===== config.mk =====
export PLATFORM = sky130hd
export DESIGN_NAME = psk_carrier_mod
export DESIGN_NICKNAME = d
export VERILOG_FILES = /design/src/rtl/psk_pkg.sv /design/src/rtl/psk_phase_ctr.sv /design/src/rtl/psk_sym_align.sv /design/src/rtl/psk_wave_rom.sv /design/src/rtl/psk_mixer.sv /design/src/rtl/psk_carrier_mod.sv
export SDC_FILE = /design/constraint.sdc
export NUM_CORES = 1
export LEC_CHECK = 0
export BUFFER_PORTS_ARGS = -buffer_cell sky130_fd_sc_hd__clkbuf_2
export CAP_MARGIN = 25
export CORE_ASPECT_RATIO = 1.4
export CORE_UTILIZATION = 45
export CTS_BUF_LIST = sky130_fd_sc_hd__clkbuf_4
export CTS_CLUSTER_SIZE = 25
export DETAILED_ROUTE_END_ITERATION = 8
export SLEW_MARGIN = 20
export SYNTH_ARGS = -nofsm -noshare
export SYNTH_HDL_FRONTEND = slang
export SYNTH_SLANG_ARGS = --single-unit

===== constraint.sdc =====
create_clock -name clk -period 5.2 [get_ports clk]
set_input_delay 0.78 -clock clk [delete_from_list [all_inputs] [get_ports clk]]
set_output_delay 0.78 -clock clk [all_outputs]
set_load 0.02 [all_outputs]

===== src/rtl/psk_pkg.sv =====
package psk_pkg;

  // One symbol: in-phase and quadrature decision bits.
  typedef struct packed {
    logic i;
    logic q;
  } iq_bits_t;

  // Carrier table entry, rounded half away from zero. Evaluated at elaboration.
  function automatic int wave_point(input int idx, input int n_samp,
                                    input int amp, input bit want_cos);
    real ang;
    real v;
    ang = 2.0 * 3.14159265358979 * real'(idx) / real'(n_samp);
    v   = real'(amp) * (want_cos ? $cos(ang) : $sin(ang));
    return (v >= 0.0) ? $rtoi(v + 0.5) : $rtoi(v - 0.5);
  endfunction

endpackage


===== src/rtl/psk_phase_ctr.sv =====
module psk_phase_ctr #(
  parameter int N_SAMP      = 50,
  parameter int CYC_PER_BIT = 2,
  localparam int IDX_W      = $clog2(N_SAMP),
  localparam int BC_W       = (CYC_PER_BIT > 1) ? $clog2(CYC_PER_BIT) : 1
) (
  input  logic             clk,
  input  logic             rst_n,
  output logic [IDX_W-1:0] phase_idx,
  output logic             cyc_wrap,
  output logic             bit_end,
  output logic             mid_end,
  output logic             sym_end
);

  logic [BC_W-1:0]  bit_cnt;
  logic [BC_W-1:0]  bit_cnt_nxt;
  logic [IDX_W-1:0] idx_nxt;
  logic             half;
  logic             half_nxt;
  logic             bit_last;

  always_comb begin
    cyc_wrap    = (phase_idx == IDX_W'(N_SAMP - 1));
    bit_last    = (bit_cnt == BC_W'(CYC_PER_BIT - 1));
    bit_end     = cyc_wrap && bit_last;
    mid_end     = bit_end && !half;
    sym_end     = bit_end && half;
    idx_nxt     = cyc_wrap ? '0 : phase_idx + IDX_W'(1);
    bit_cnt_nxt = bit_cnt;
    if (cyc_wrap) begin
      bit_cnt_nxt = bit_last ? '0 : bit_cnt + BC_W'(1);
    end
    half_nxt = bit_end ? !half : half;
  end

  always_ff @(posedge clk or negedge rst_n) begin
    if (!rst_n) begin
      phase_idx <= '0;
      bit_cnt   <= '0;
      half      <= 1'b0;
    end else begin
      phase_idx <= idx_nxt;
      bit_cnt   <= bit_cnt_nxt;
      half      <= half_nxt;
    end
  end

endmodule


===== src/rtl/psk_sym_align.sv =====
module psk_sym_align
  import psk_pkg::*;
(
  input  logic     clk,
  input  logic     rst_n,
  input  logic     sym_stb,
  input  iq_bits_t sym_in,
  input  logic     offset_en,
  input  logic     sym_end,
  input  logic     mid_end,
  output iq_bits_t pend,
  output iq_bits_t cur
);

  logic q_dly;
  logic cur_q_nxt;
  logic cur_q_load;

  // Quadrature branch: aligned mode loads at the symbol edge,
  // staggered mode loads the delayed bit one bit period later.
  always_comb begin
    cur_q_load = offset_en ? mid_end : sym_end;
    cur_q_nxt  = offset_en ? q_dly : pend.q;
  end

  always_ff @(posedge clk or negedge rst_n) begin
    if (!rst_n) begin
      pend <= '0;
    end else if (sym_stb) begin
      pend <= sym_in;
    end
  end

  always_ff @(posedge clk or negedge rst_n) begin
    if (!rst_n) begin
      cur.i <= 1'b0;
      q_dly <= 1'b0;
    end else if (sym_end) begin
      cur.i <= pend.i;
      q_dly <= pend.q;
    end
  end

  always_ff @(posedge clk or negedge rst_n) begin
    if (!rst_n) begin
      cur.q <= 1'b0;
    end else if (cur_q_load) begin
      cur.q <= cur_q_nxt;
    end
  end

endmodule


===== src/rtl/psk_wave_rom.sv =====
module psk_wave_rom #(
  parameter int N_SAMP = 50,
  parameter int AMP_W  = 12,
  localparam int IDX_W = $clog2(N_SAMP),
  localparam int AMP   = (1 << (AMP_W - 1)) - 1
) (
  input  logic [IDX_W-1:0]        idx,
  output logic signed [AMP_W-1:0] cos_v,
  output logic signed [AMP_W-1:0] sin_v
);

  logic signed [AMP_W-1:0] cos_tab [N_SAMP];
  logic signed [AMP_W-1:0] sin_tab [N_SAMP];

  for (genvar k = 0; k < N_SAMP; k++) begin : g_tab
    localparam int CV = psk_pkg::wave_point(k, N_SAMP, AMP, 1'b1);
    localparam int SV = psk_pkg::wave_point(k, N_SAMP, AMP, 1'b0);
    assign cos_tab[k] = AMP_W'(CV);
    assign sin_tab[k] = AMP_W'(SV);
  end

  always_comb begin
    cos_v = cos_tab[idx];
    sin_v = sin_tab[idx];
  end

endmodule


===== src/rtl/psk_mixer.sv =====
module psk_mixer #(
  parameter int AMP_W  = 12,
  parameter int OUT_W  = 14,
  localparam int SUM_W = AMP_W + 1
) (
  input  logic                    clk,
  input  logic                    rst_n,
  input  logic signed [AMP_W-1:0] cos_v,
  input  logic signed [AMP_W-1:0] sin_v,
  input  logic                    lvl_i,
  input  logic                    lvl_q,
  output logic signed [OUT_W-1:0] mod_sample
);

  logic signed [SUM_W-1:0] cos_x;
  logic signed [SUM_W-1:0] sin_x;
  logic signed [SUM_W-1:0] term_i;
  logic signed [SUM_W-1:0] term_q;
  logic signed [SUM_W-1:0] sum;
  logic signed [OUT_W-1:0] out_nxt;

  // A +/-1 level is a sign select, so no multiplier is needed.
  always_comb begin
    cos_x   = SUM_W'(cos_v);
    sin_x   = SUM_W'(sin_v);
    term_i  = lvl_i ? cos_x : -cos_x;
    term_q  = lvl_q ? sin_x : -sin_x;
    sum     = term_i + term_q;
    out_nxt = OUT_W'(sum);
  end

  always_ff @(posedge clk or negedge rst_n) begin
    if (!rst_n) begin
      mod_sample <= '0;
    end else begin
      mod_sample <= out_nxt;
    end
  end

endmodule


===== src/rtl/psk_carrier_mod.sv =====
module psk_carrier_mod #(
  parameter int N_SAMP      = 50,
  parameter int CYC_PER_BIT = 2,
  parameter int AMP_W       = 12,
  parameter int OUT_W       = 14
) (
  input  logic                    clk,
  input  logic                    rst_n,
  input  logic                    sym_stb,
  input  logic                    sym_i,
  input  logic                    sym_q,
  input  logic                    offset_en,
  output logic signed [OUT_W-1:0] mod_sample
);

  import psk_pkg::*;

  localparam int IDX_W = $clog2(N_SAMP);

  logic [IDX_W-1:0]        phase_idx;
  logic                    cyc_wrap;
  logic                    bit_end;
  logic                    mid_end;
  logic                    sym_end;
  iq_bits_t                sym_in;
  iq_bits_t                pend;
  iq_bits_t                cur;
  logic                    pend_q;
  logic                    cur_i;
  logic                    cur_q;
  logic signed [AMP_W-1:0] cos_v;
  logic signed [AMP_W-1:0] sin_v;

  always_comb begin
    sym_in.i = sym_i;
    sym_in.q = sym_q;
    pend_q   = pend.q;
    cur_i    = cur.i;
    cur_q    = cur.q;
  end

  psk_phase_ctr #(
    .N_SAMP      (N_SAMP),
    .CYC_PER_BIT (CYC_PER_BIT)
  ) u_phase (
    .clk       (clk),
    .rst_n     (rst_n),
    .phase_idx (phase_idx),
    .cyc_wrap  (cyc_wrap),
    .bit_end   (bit_end),
    .mid_end   (mid_end),
    .sym_end   (sym_end)
  );

  psk_sym_align u_align (
    .clk       (clk),
    .rst_n     (rst_n),
    .sym_stb   (sym_stb),
    .sym_in    (sym_in),
    .offset_en (offset_en),
    .sym_end   (sym_end),
    .mid_end   (mid_end),
    .pend      (pend),
    .cur       (cur)
  );

  psk_wave_rom #(
    .N_SAMP (N_SAMP),
    .AMP_W  (AMP_W)
  ) u_rom (
    .idx   (phase_idx),
    .cos_v (cos_v),
    .sin_v (sin_v)
  );

  psk_mixer #(
    .AMP_W (AMP_W),
    .OUT_W (OUT_W)
  ) u_mix (
    .clk        (clk),
    .rst_n      (rst_n),
    .cos_v      (cos_v),
    .sin_v      (sin_v),
    .lvl_i      (cur_i),
    .lvl_q      (cur_q),
    .mod_sample (mod_sample)
  );

endmodule


Word-level counts from Yosys, hierarchy flattened
Memory sizes are Yosys's and may differ from the RTL's. Cells that the tools add are included.

Register bits: 26. Output and inout port bits: 14. Logic and storage cells: 33. Memory bits (read-only): 1536. Memories: 2. Input port bits: 6.

Memory list: (no name shown) (words 64, width 12, rd ports 1, clocked after Yosys merged registers in 0, wr ports 0, line psk_wave_rom.sv:24) `sin_v = sin_tab[idx];`; (no name shown) (words 64, width 12, rd ports 1, clocked after Yosys merged registers in 0, wr ports 0, line psk_wave_rom.sv:23) `cos_v = cos_tab[idx];`.

Reductions and logical operators: 4. Muxes and demuxes: 10. Bitwise operators: 1. Eq/ne operators: 1. Magnitude comparators: 1. Add/subtract/negate cells: 5.

Operator list (number): $mux W12 (4); $mux W13 (2); $neg A12 Y13 (2); $add A13 B13 Y13 (1); $ge A7 B7 Y1 const B (1); $not A6 Y7 (1); $add A6 B1 Y6 const B (1); $eq A6 B6 Y1 const B (1); $mux W6 (1); $logic_and A1 B1 Y1 (3); $mux W1 (3); $add A1 B1 Y1 const B (1); $logic_not A1 Y1 (1).

Depth between registers and ports, before layout
Gate-level depths: netlist of the first run.

Depth in word-level cells: 7. Mapped depth: 21. Depth with buffers taken out: 19.

Cells and area by module
From an unflattened synthesis of the first run, not the netlist that was laid out.

Cell total of the unflattened synthesis: 483. Area, all modules: 3711.1 um^2.

Modules (own cells, without submodules): psk_wave_rom (cells an instance 269, area an instance 1722.9 um^2, sequential area each 0.0 um^2, times used 1); psk_mixer (cells an instance 169, area an instance 1405.1 um^2, sequential area each 325.3 um^2, times used 1); psk_phase_ctr (cells an instance 33, area an instance 382.9 um^2, sequential area each 200.2 um^2, times used 1); psk_sym_align (cells an instance 12, area an instance 200.2 um^2, sequential area each 125.1 um^2, times used 1).

Worst setup path before layout of the first run
Ideal clock, no wire load.

Path type: register to register. Start: register u_phase.phase_idx[1]. End: register u_mix.mod_sample[10]. Arrival time: 4.235 ns. Slack: 0.885 ns. Library setup time: 0.080 ns. Stages on the path, launching flop included: 20. Required time: 5.120 ns. Path buffers: 2. Period minus slack after synthesis: 4.315 ns. Cells stage by stage: dfrtp_1 buf_4 inv_1 ha_1 buf_2 and2b_1 a211oi_1 o22ai_1 a21oi_1 inv_1 ha_1 mux2_2 fa_1 a21o_1 a21oi_1 nor2b_1 o21a_1 o311a_1 nor3_1 xnor2_1.

Longest elaborated chain between the ends: 7. Elaborated cells between the ends (all ways): 12. Those cells by class: 3 x add/sub; 6 x mux; 1 x bitwise; 2 x memory.

Ends and longest elaborated chain: start, declared (line psk_phase_ctr.sv:9) `output logic [IDX_W-1:0] phase_idx,`; start signal, assigned (line psk_phase_ctr.sv:43) `phase_idx <= idx_nxt;`; $not A6 Y7 (not written as such) * (line psk_wave_rom.sv:23, psk_wave_rom.sv:24); $mem_v2 Z64 W12 (on tied branches); $mux W12 (on tied branches) (2 in series) (line psk_wave_rom.sv:23, psk_wave_rom.sv:24); $neg A12 Y13 (on tied branches) (line psk_mixer.sv:26, psk_mixer.sv:27); $mux W13 (on tied branches) (line psk_mixer.sv:26, psk_mixer.sv:27); $add A13 B13 Y13 * (line psk_mixer.sv:28) `sum = term_i + term_q;`; named net u_mix.sum[10] (line psk_mixer.sv:19) `logic signed [SUM_W-1:0] sum;`; end signal, assigned (line psk_mixer.sv:36) `mod_sample <= out_nxt;`; end, declared (line psk_mixer.sv:12) `output logic signed [OUT_W-1:0] mod_sample`.

Mark *: on every way through the listed nets, which the timed path passes. The rest lies on a longest branch. The select of a mux whose other input is x is not followed. A chain may end at the register's enable or synchronous reset.

Worst setup path after layout of the first run
Ends and elaborated chain as after synthesis.

==> flow_summary_export.csv, run 1 <==
group,metric,value,unit
power_and_ir_drop,power,0.000427,W
sta,max_freq,213,MHz
clocking,clock_path_buffers,2,
clocking,clk_latency,0.35,ns
logic_synthesis,synthTopCellsByArea,"dfrtp_1 18%, ha_1 9.7%, xnor2_1 8.2%",
logic_synthesis,syn_avg_cell_area,8.01,um2
run_status,status,"finished clean",
clocking,htreeDepth,1,
setup_path,cpMaxStageDelayCell,"ha_1",
setup_path,path_max_fanout,10,
setup_path,cp-start-kind,"register",
setup_path,cp_cell_sequence,"inv_1, ha_1, and2b_1, a211oi_1, o22ai_1, a21oi_1, inv_1, ha_1, mux2_2, fa_1, a21o_1, a21oi_1, nor2b_1, o21a_1, o311a_1, nor3_1, xnor2_1",
drt,drc,0,
logic_synthesis,synth_top_area_frac,0.179,
sta,finalClockSkew,0.0168,ns
clocking,root_buffer,"clkbuf_4",
logic_synthesis,yosysMostFrequentCell,"a21oi_1",
floorplan,die_h,108,um
clocking,post_cts_resized,0,
global_routing,track_usage,0.273,
logic_synthesis,ys_dominant_reg_cell,"dfrtp_1",
drt,drtPass1Iterations,6,
logic_synthesis,syn-num-nets,488,
sta,setup_viol,0,
sta,finalWorstSetupSlack,0.504,ns
finish,stdcell_count,559,
logic_synthesis,ys_types,75,
sta,rsz0062_at_grt,"no",
global_routing,grt_pass1_wl,17.6,mm
setup_path,cp_data_arrival_time,4.97,ns
finish,fin_area,3800,um2
logic_synthesis,synth_edf_count,0,
drt,wl_per_cell,20.0,um
placement,port_buffers,19,
drt,drtAntennaViolNets,0,
global_routing,grt_overflow,0,
sta,fin_crit_sh,0.903,
finish,fin_nets,495,
sta,worst_pin_slew,0.749,ns
clocking,cts_made_buffers,3,
setup_path,rr_worst_depth,17,
global_routing,grt_max_degree,39,
sta,slew_violations,0,
power_and_ir_drop,ir_drop,0.0826,mV
logic_synthesis,netlist_instances,453,
power_and_ir_drop,p_leak,1.56,nW
logic_synthesis,ys_ff_latch,26,
placement,place_congestion,1.03,
setup_path,endpoint_kind,"register",
clocking,cts_tree,"yes",
drt,num_vias,3580,
sta,hold_viol,0,
logic_synthesis,synth-async-reset-ratio,1.00,
setup_path,cp_slowest_stage_delay,0.44,ns
logic_synthesis,ys_seq_area_frac,0.179,
setup_path,crit_required,5.47,ns
floorplan,start_util,0.465,
drt,drtIter0Drc,284,
finish,num_antenna_cells,0,
logic_synthesis,syn-cell-area,3630,um2
drt,viasPerCell,6.40,
sta,slew_headroom,0.488,
logic_synthesis,synth_common_cells,"38 x a21oi_1, 37 x nor2_1, 34 x nand2_1, 34 x xnor2_1, 28 x ha_1",
floorplan,core-area,7800,um2
placement,placed_cell_area,3750,um2
global_routing,antenna_found_initial,0,
logic_synthesis,yosysTopAreaCell,"dfrtp_1",
sta,final.setup.tns,0,ns
drt,drt-total-wl,11.2,mm
floorplan,ioPinCount,20,
power_and_ir_drop,powerDensity,112,nW/um2
global_routing,grt_pass1_vias,3292,
placement,preCtsSetupSlack,0.640,ns
logic_synthesis,synth_warnings,0,
placement,dp_hpwl,8.53,mm
clocking,postCtsSetupRepairBufs,0,
floorplan,die_x,77.9,um
finish,syn_to_final_growth,4.83,%
setup_path,crit_type,"register to register",
sta,finalCriticalPeriod,4.70,ns
floorplan,row_count,38,
floorplan,die_area,8430,um2
clocking,hold_buffers,0,
min_path,min_path_type,"input pin to asynchronous set/reset pin",
finish,layout-drive-gt1-share,0.150,
clocking,clock_sinks,26,
clocking,clkSlewWorstSetupHoldPaths,0.17,ns
placement,dpl.cell_count,555,
job,drv_cap,0,
## state kept, by name (all words and copies together) (netlist names)
| signal | flops |
|---|---|
| u_align.q_dly | 1 |
| u_phase.bit_cnt | 1 |
| u_align.pend | 2 |
| u_mix.mod_sample | 13 |
| u_phase.half | 1 |
| u_align.cur | 2 |
| u_phase.phase_idx | 6 |
## per-stage QoR
stage,util,hold slack [ns]
global route,0.488,0.465
floorplan,-,0.463
CTS,0.488,0.443
global placement,0.481,0.482
detailed placement,0.481,0.492
finish,0.488,0.419
## where the power goes
group / internal (W) / total, W / switching [W]
Combinational: 0.0000252 / 0.0000605 / 0.0000354
Clock: 0.0000780 / 0.000150 / 0.0000722
Sequential: 0.000212 / 0.000217 / 0.00000466
## layer usage
metal	part of all wire	global-route usage	vias to the layer above
met4	0.057	0.136	0
met2	0.50	0.491	192
met5	0	0	-
li1	-	-	1656
met1	0.37	0.314	1671
met3	0.072	0.0363	61
## layout by cell type (no fill, tap or decap), types with 4 or more instances in the layout
cell type / count
nand2_1: 34
o31ai_1: 4
a21oi_1: 38
clkbuf_2: 19
nand2b_1: 12
xor2_1: 6
a311oi_1: 5
xnor2_1: 34
o21ai_0: 17
nor3_1: 10
nand3_1: 11
or2_2: 4
a211oi_1: 4
inv_1: 14
nor2_1: 37
and2_1: 4
o21a_1: 4
and3_1: 6
ha_1: 28
dfrtp_1: 24
o211ai_1: 6
mux2i_1: 5
o22ai_1: 6
mux2_2: 7
a31oi_1: 9
nor2b_1: 15
buf_4: 17
or3_1: 4
## path summary, 6_finish.rpt
| path | from | endpoint | slack, ns |
|---|---|---|---|
| worst max-delay path | u_phase.phase_idx[1] | u_mix.mod_sample[10] | 0.50 |
| worst min-delay path | rst_n | u_mix.mod_sample[1] | 0.42 |
| worst max register to register | u_phase.phase_idx[1] | u_mix.mod_sample[10] | 0.50 |
| worst min register to register | u_phase.bit_cnt | u_phase.bit_cnt | 0.51 |
| max in group asynchronous | rst_n | u_phase.phase_idx[3] | 4.33 |
| min in group clk | u_phase.bit_cnt | u_phase.bit_cnt | 0.51 |
## worst max-delay path: cells and delay by family, from the launching register on
family / cells / cell delay (ns)
and+or+nand+nor: 3 / 0.58
adders and majority gates: 3 / 1.17
buffers and inverters: 2 / 0.29
muxes: 1 / 0.30
AOI/OAI and AO/OA: 7 / 1.72
DFF: 1 / 0.41
xor gates and xnor gates: 1 / 0.15
## logic make-up after synthesis
group | synth area share
xor gates and xnor gates | 0.0966
and+or+nand+nor | 0.229
buffers and inverters | 0.0793
DFF | 0.179
AOI/OAI and AO/OA | 0.259
muxes | 0.0542
adders and majority gates | 0.102
## layout make-up
| cell class | count | area [um2] |
|---|---|---|
| fillers | 796 | 4000 |
| repair buffers | 36 | 223 |
| inverters | 16 | 60.1 |
| multi-input cells | 377 | 2690 |
| clock buffers | 3 | 22.5 |
| well taps | 100 | 125 |
| flip-flops and latches | 26 | 653 |
| clock inverters | 1 | 30.0 |
Power figures use the tool's default switching activity.
==> run 2: changes to the inputs <==
--- a/config.mk
+++ b/config.mk
@@ -7,7 +7,6 @@
 export LEC_CHECK = 0
 export BUFFER_PORTS_ARGS = -buffer_cell sky130_fd_sc_hd__clkbuf_2
 export CAP_MARGIN = 25
-export CORE_ASPECT_RATIO = 1.4
 export CORE_UTILIZATION = 45
 export CTS_BUF_LIST = sky130_fd_sc_hd__clkbuf_4
 export CTS_CLUSTER_SIZE = 25
==> flow_summary_export.csv, run 2 (synthesized netlist as in run 1, its figures left out) <==
group,metric,value,unit
sta,fin_crit_sh,0.908,
finish,fin_nets,493,
sta,slew_headroom,0.549,
finish,reg_top3,"u_mix.mod_sample x13, u_phase.phase_idx x6",
sta,final.setup.tns,0,ns
floorplan,core-area,7770,um2
floorplan,die_x,91.8,um
global_routing,track_usage,0.254,
run_status,status,"finished clean",
clocking,clock_path_buffers,2,
finish,regMostFlops,"u_mix.mod_sample",
global_routing,antenna_found_initial,0,
placement,dpl.cell_count,555,
setup_path,cp.buffers_inverters,2,
sta,finalWorstSetupSlack,0.478,ns
sta,setup_viol,0,
finish,mostFrequentLayoutCells,"38 x a21oi_1, 37 x nor2_1, 34 x nand2_1, 34 x xnor2_1, 28 x ha_1",
sta,rsz0062_at_grt,"no",
floorplan,ioPinCount,20,
clocking,clkSlewWorstSetupHoldPaths,0.16,ns
clocking,clk_latency,0.34,ns
drt,drtIter0Drc,366,
power_and_ir_drop,p_leak,1.55,nW
placement,placed_cell_area,3740,um2
drt,viasPerCell,6.29,
setup_path,cp_top_family,"compound AO/OA/AOI/OAI gates",
setup_path,crit_type,"register to register",
clocking,htreeDepth,1,
floorplan,die_area,8420,um2
job,drv_cap,0,
floorplan,row_count,32,
finish,largest_reg_flops,13,
power_and_ir_drop,powerDensity,111,nW/um2
drt,num_vias,3518,
finish,final_common_cell,"a21oi_1",
global_routing,grt_max_degree,35,
placement,preCtsSetupSlack,0.572,ns
clocking,post_cts_resized,0,
sta,finalCriticalPeriod,4.72,ns
finish,layout-drive-gt1-share,0.144,
drt,drt-total-wl,10.4,mm
clocking,cts_tree,"yes",
min_path,min_path_type,"input pin to asynchronous set/reset pin",
setup_path,cpMostUsedCell,"a21oi_1",
setup_path,cp_slowest_stage_delay,0.80,ns
clocking,hold_buffers,0,
clocking,cts_made_buffers,3,
finish,fin_area,3790,um2
drt,wl_per_cell,18.6,um
global_routing,grt_pass1_vias,3258,
global_routing,grt_overflow,0,
setup_path,cp_cell_sequence,"buf_4, or2b_1, a21oi_1, a211o_1, o31a_1, inv_1, ha_1, mux2_2, ha_1, a21o_1, a21oi_1, nor2b_1, o21ai_0, a21oi_1, a41o_1, o41ai_1, xnor2_1",
finish,stdcell_count,559,
sta,max_freq,212,MHz
floorplan,start_util,0.467,
sta,hold_viol,0,
sta,slew_violations,0,
finish,fillCellCount,772,
drt,drtAntennaViolNets,0,
setup_path,path_max_fanout,22,
clocking,root_buffer,"clkbuf_4",
sta,worst_pin_slew,0.676,ns
floorplan,die_h,91.8,um
global_routing,grt_pass1_wl,16.9,mm
setup_path,crit_required,5.48,ns
placement,port_buffers,19,
power_and_ir_drop,ir_drop,0.0974,mV
placement,dp_hpwl,7.89,mm
clocking,postCtsSetupRepairBufs,0,
sta,finalClockSkew,0.0206,ns
drt,drc,0,
clocking,clock_sinks,26,
finish,num_antenna_cells,0,
setup_path,cp-start-kind,"register",
setup_path,cpMaxStageDelayCell,"dfrtp_1",
placement,place_congestion,1.01,
setup_path,endpoint_kind,"register",
finish,syn_to_final_growth,4.45,%
setup_path,cp_data_arrival_time,5.00,ns
drt,drtPass1Iterations,5,
==> run 2: per-stage QoR <==
stage	util	hold WS, ns	power, W
after detailed placement	0.481	0.486	0.000283
after global placement	0.481	0.480	0.000282
final	0.488	0.431	0.000420
after global routing	0.488	0.490	0.000439
after CTS	0.488	0.455	0.000428
after floorplan	-	0.463	0.000264
==> run 2: report_power, final <==
part | switching [W] | total, W | internal (W)
Combinational | 0.0000365 | 0.0000616 | 0.0000252
Sequential | 0.00000472 | 0.000217 | 0.000212
Clock | 0.0000640 | 0.000142 | 0.0000780
==> run 2: final timing paths <==
path | start | end | slack (ns) | depth (start not counted)
max in group asynchronous | rst_n | u_phase.phase_idx[3] | 4.26 | 1
min in group clk | u_phase.bit_cnt | u_phase.bit_cnt | 0.50 | 1
setup reg to reg | u_phase.phase_idx[2] | u_mix.mod_sample[11] | 0.48 | 17
hold reg to reg | u_phase.bit_cnt | u_phase.bit_cnt | 0.50 | 1
hold / removal | rst_n | u_mix.mod_sample[12] | 0.43 | 1
setup / recovery | u_phase.phase_idx[2] | u_mix.mod_sample[11] | 0.48 | 17
==> run 2: metal layers <==
metal | vias to the layer above | GRT usage | share of wire
met5 | - | 0 | 0
met4 | 0 | 0.125 | 0.056
met3 | 39 | 0.0357 | 0.074
met2 | 170 | 0.388 | 0.43
met1 | 1654 | 0.350 | 0.44
li1 | 1655 | - | -
==> run 2: final cells by class <==
cell class                 count  area (um2)  area share
multi-input combinational    377        2690       0.710
sequential                    26         652       0.172
clock buffer                   3        22.5     0.00594
timing repair buffer          34         208      0.0548
tap                          102         128      0.0337
clock inverter                 1        30.0     0.00793
inverter                      16        60.1      0.0159
==> run 2: worst register-to-register path, delay by kind of cell, from the launching register on <==
kind,cells,cell delay (ns)
fa+ha+maj,2,0.59
compound gates,9,2.00
buf+inv,2,0.43
simple gates,2,0.39
mux,1,0.29
xor+xnor,1,0.17
flops,1,0.80
==> run 3: changes to the inputs <==
--- a/config.mk
+++ b/config.mk
@@ -7,6 +7,7 @@
 export LEC_CHECK = 0
 export BUFFER_PORTS_ARGS = -buffer_cell sky130_fd_sc_hd__clkbuf_2
 export CAP_MARGIN = 25
+export CORE_MARGIN = 5
 export CORE_UTILIZATION = 45
 export CTS_BUF_LIST = sky130_fd_sc_hd__clkbuf_4
 export CTS_CLUSTER_SIZE = 25
==> flow_summary_export.csv, run 3 (synthesized netlist as in run 1, its figures left out) <==
group,metric,value,unit
sta,final.setup.tns,0,ns
sta,setup_viol,0,
drt,drc,0,
drt,drtAntennaViolNets,0,
drt,drt-total-wl,10.2,mm
global_routing,grt_pass1_vias,3239,
finish,regMostFlops,"u_mix.mod_sample",
power_and_ir_drop,ir_drop,0.0804,mV
sta,slew_headroom,0.536,
sta,finalWorstSetupSlack,0.586,ns
setup_path,path_max_fanout,10,
drt,wl_per_cell,18.2,um
setup_path,r2r_slack,0.59,ns
finish,syn_to_final_growth,5.07,%
floorplan,start_util,0.465,
drt,drtPass1Iterations,8,
global_routing,track_usage,0.206,
clocking,hold_buffers,0,
sta,hold_slack,0.445,ns
sta,hold_viol,0,
setup_path,rr_worst_depth,17,
floorplan,die_x,99.8,um
finish,final_common_cell,"a21oi_1",
finish,reg_top3,"u_mix.mod_sample x13, u_phase.phase_idx x6",
clocking,htreeDepth,1,
floorplan,die_h,99.8,um
placement,place_congestion,1.03,
sta,max_freq,217,MHz
clocking,root_buffer,"clkbuf_4",
finish,fin_util,0.488,
drt,viasPerCell,6.24,
drt,drtIter0Drc,466,
placement,preCtsSetupSlack,0.650,ns
job,drv_cap,0,
floorplan,row_count,32,
sta,fin_crit_sh,0.887,
setup_path,endpoint_kind,"register",
setup_path,reg2reg_from,"u_phase.phase_idx[1]",
finish,fin_nets,496,
setup_path,cp_data_arrival_time,4.88,ns
floorplan,die_area,9960,um2
global_routing,grt_overflow,0,
drt,num_vias,3506,
placement,dp_hpwl,7.90,mm
clocking,clk_latency,0.33,ns
floorplan,core-area,7810,um2
floorplan,ioPinCount,20,
clocking,clkSlewWorstSetupHoldPaths,0.16,ns
placement,port_buffers,19,
finish,largest_reg_flops,13,
power_and_ir_drop,p_leak,1.56,nW
setup_path,cp-start-kind,"register",
clocking,cts_made_buffers,3,
finish,mostFrequentLayoutCells,"38 x a21oi_1, 37 x nor2_1, 34 x nand2_1, 34 x xnor2_1, 28 x ha_1",
setup_path,regToRegEndpoint,"u_mix.mod_sample[10]",
clocking,post_cts_resized,0,
setup_path,crit_type,"register to register",
clocking,cts_tree,"yes",
sta,finalCriticalPeriod,4.61,ns
clocking,clock_sinks,26,
setup_path,crit_required,5.47,ns
run_status,status,"finished clean",
finish,fillCellCount,766,
sta,slew_violations,0,
power_and_ir_drop,powerDensity,111,nW/um2
global_routing,antenna_found_initial,0,
clocking,postCtsSetupRepairBufs,0,
finish,num_antenna_cells,0,
sta,rsz0062_at_grt,"no",
global_routing,grt_max_degree,32,
clocking,clock_path_buffers,2,
sta,finalClockSkew,0.00421,ns
min_path,min_path_type,"input pin to asynchronous set/reset pin",
sta,worst_pin_slew,0.696,ns
global_routing,grt_pass1_wl,16.7,mm
finish,layout-drive-gt1-share,0.150,
-- run 3: cell count changes in the layout (fill, tap and decap cells not counted) --
cell   change
buf_4      +3
-- run 3: worst max-delay path by stage --
stage	endpoint	slack [ns]	cells past startpoint	startpoint
final	u_mix.mod_sample[10]	0.59	17	u_phase.phase_idx[1]
after global routing	u_mix.mod_sample[10]	0.20	17	u_phase.phase_idx[1]
after CTS	u_mix.mod_sample[10]	0.59	17	u_phase.phase_idx[1]
after detailed placement	u_mix.mod_sample[10]	0.65	17	u_phase.phase_idx[1]
after global placement	u_mix.mod_sample[12]	0.74	18	u_phase.phase_idx[1]
after floorplan	u_mix.mod_sample[10]	0.88	19	u_phase.phase_idx[1]
-- run 3: final cells by class --
| type | count | area (um2) | area share |
|---|---|---|---|
| clock buffers | 3 | 22.5 | 0.00591 |
| multi-input cells | 377 | 2690 | 0.706 |
| flip-flops and latches | 26 | 652 | 0.171 |
| well taps | 102 | 128 | 0.0335 |
| inverters | 16 | 60.1 | 0.0158 |
| clock inverters | 1 | 30.0 | 0.00788 |
| repair buffers | 37 | 230 | 0.0604 |
-- run 3: per-stage QoR --
step	power, W	instance area [um2]	std cells
6_report	0.000423	3810	562
5_1_grt	0.000446	3810	562
4_1_cts	0.000429	3810	562
3_5_place_dp	0.000283	3760	558
3_3_place_gp	0.000283	3760	558
2_1_floorplan	0.000264	3630	453
-- run 3: critical path, cell delays in order (launching register included) --
cell and delay [ns]:
dfrtp_1 0.41, inv_1 0.20, ha_1 0.41, and2b_1 0.28, a211oi_1 0.34, o22ai_1 0.14
a21oi_1 0.28, inv_1 0.08, ha_1 0.29, mux2_2 0.29, fa_1 0.43, a21o_1 0.20
a21oi_1 0.21, nor2b_1 0.07, o21a_1 0.20, o311a_1 0.32, nor3_1 0.24, xnor2_1 0.15
-- run 3: per-layer routing --
metal	wire length, um	global-route usage	vias to the layer above
met5	0	0	-
met4	458	0.0725	0
met3	1000	0.0341	42
met2	4460	0.324	208
met1	4290	0.287	1592
li1	-	-	1664
-- run 3: report_power, final --
group	total (W)	switching, W	internal, W
clock	0.000145	0.0000670	0.0000779
combinational	0.0000616	0.0000364	0.0000252
sequential	0.000217	0.00000455	0.000212
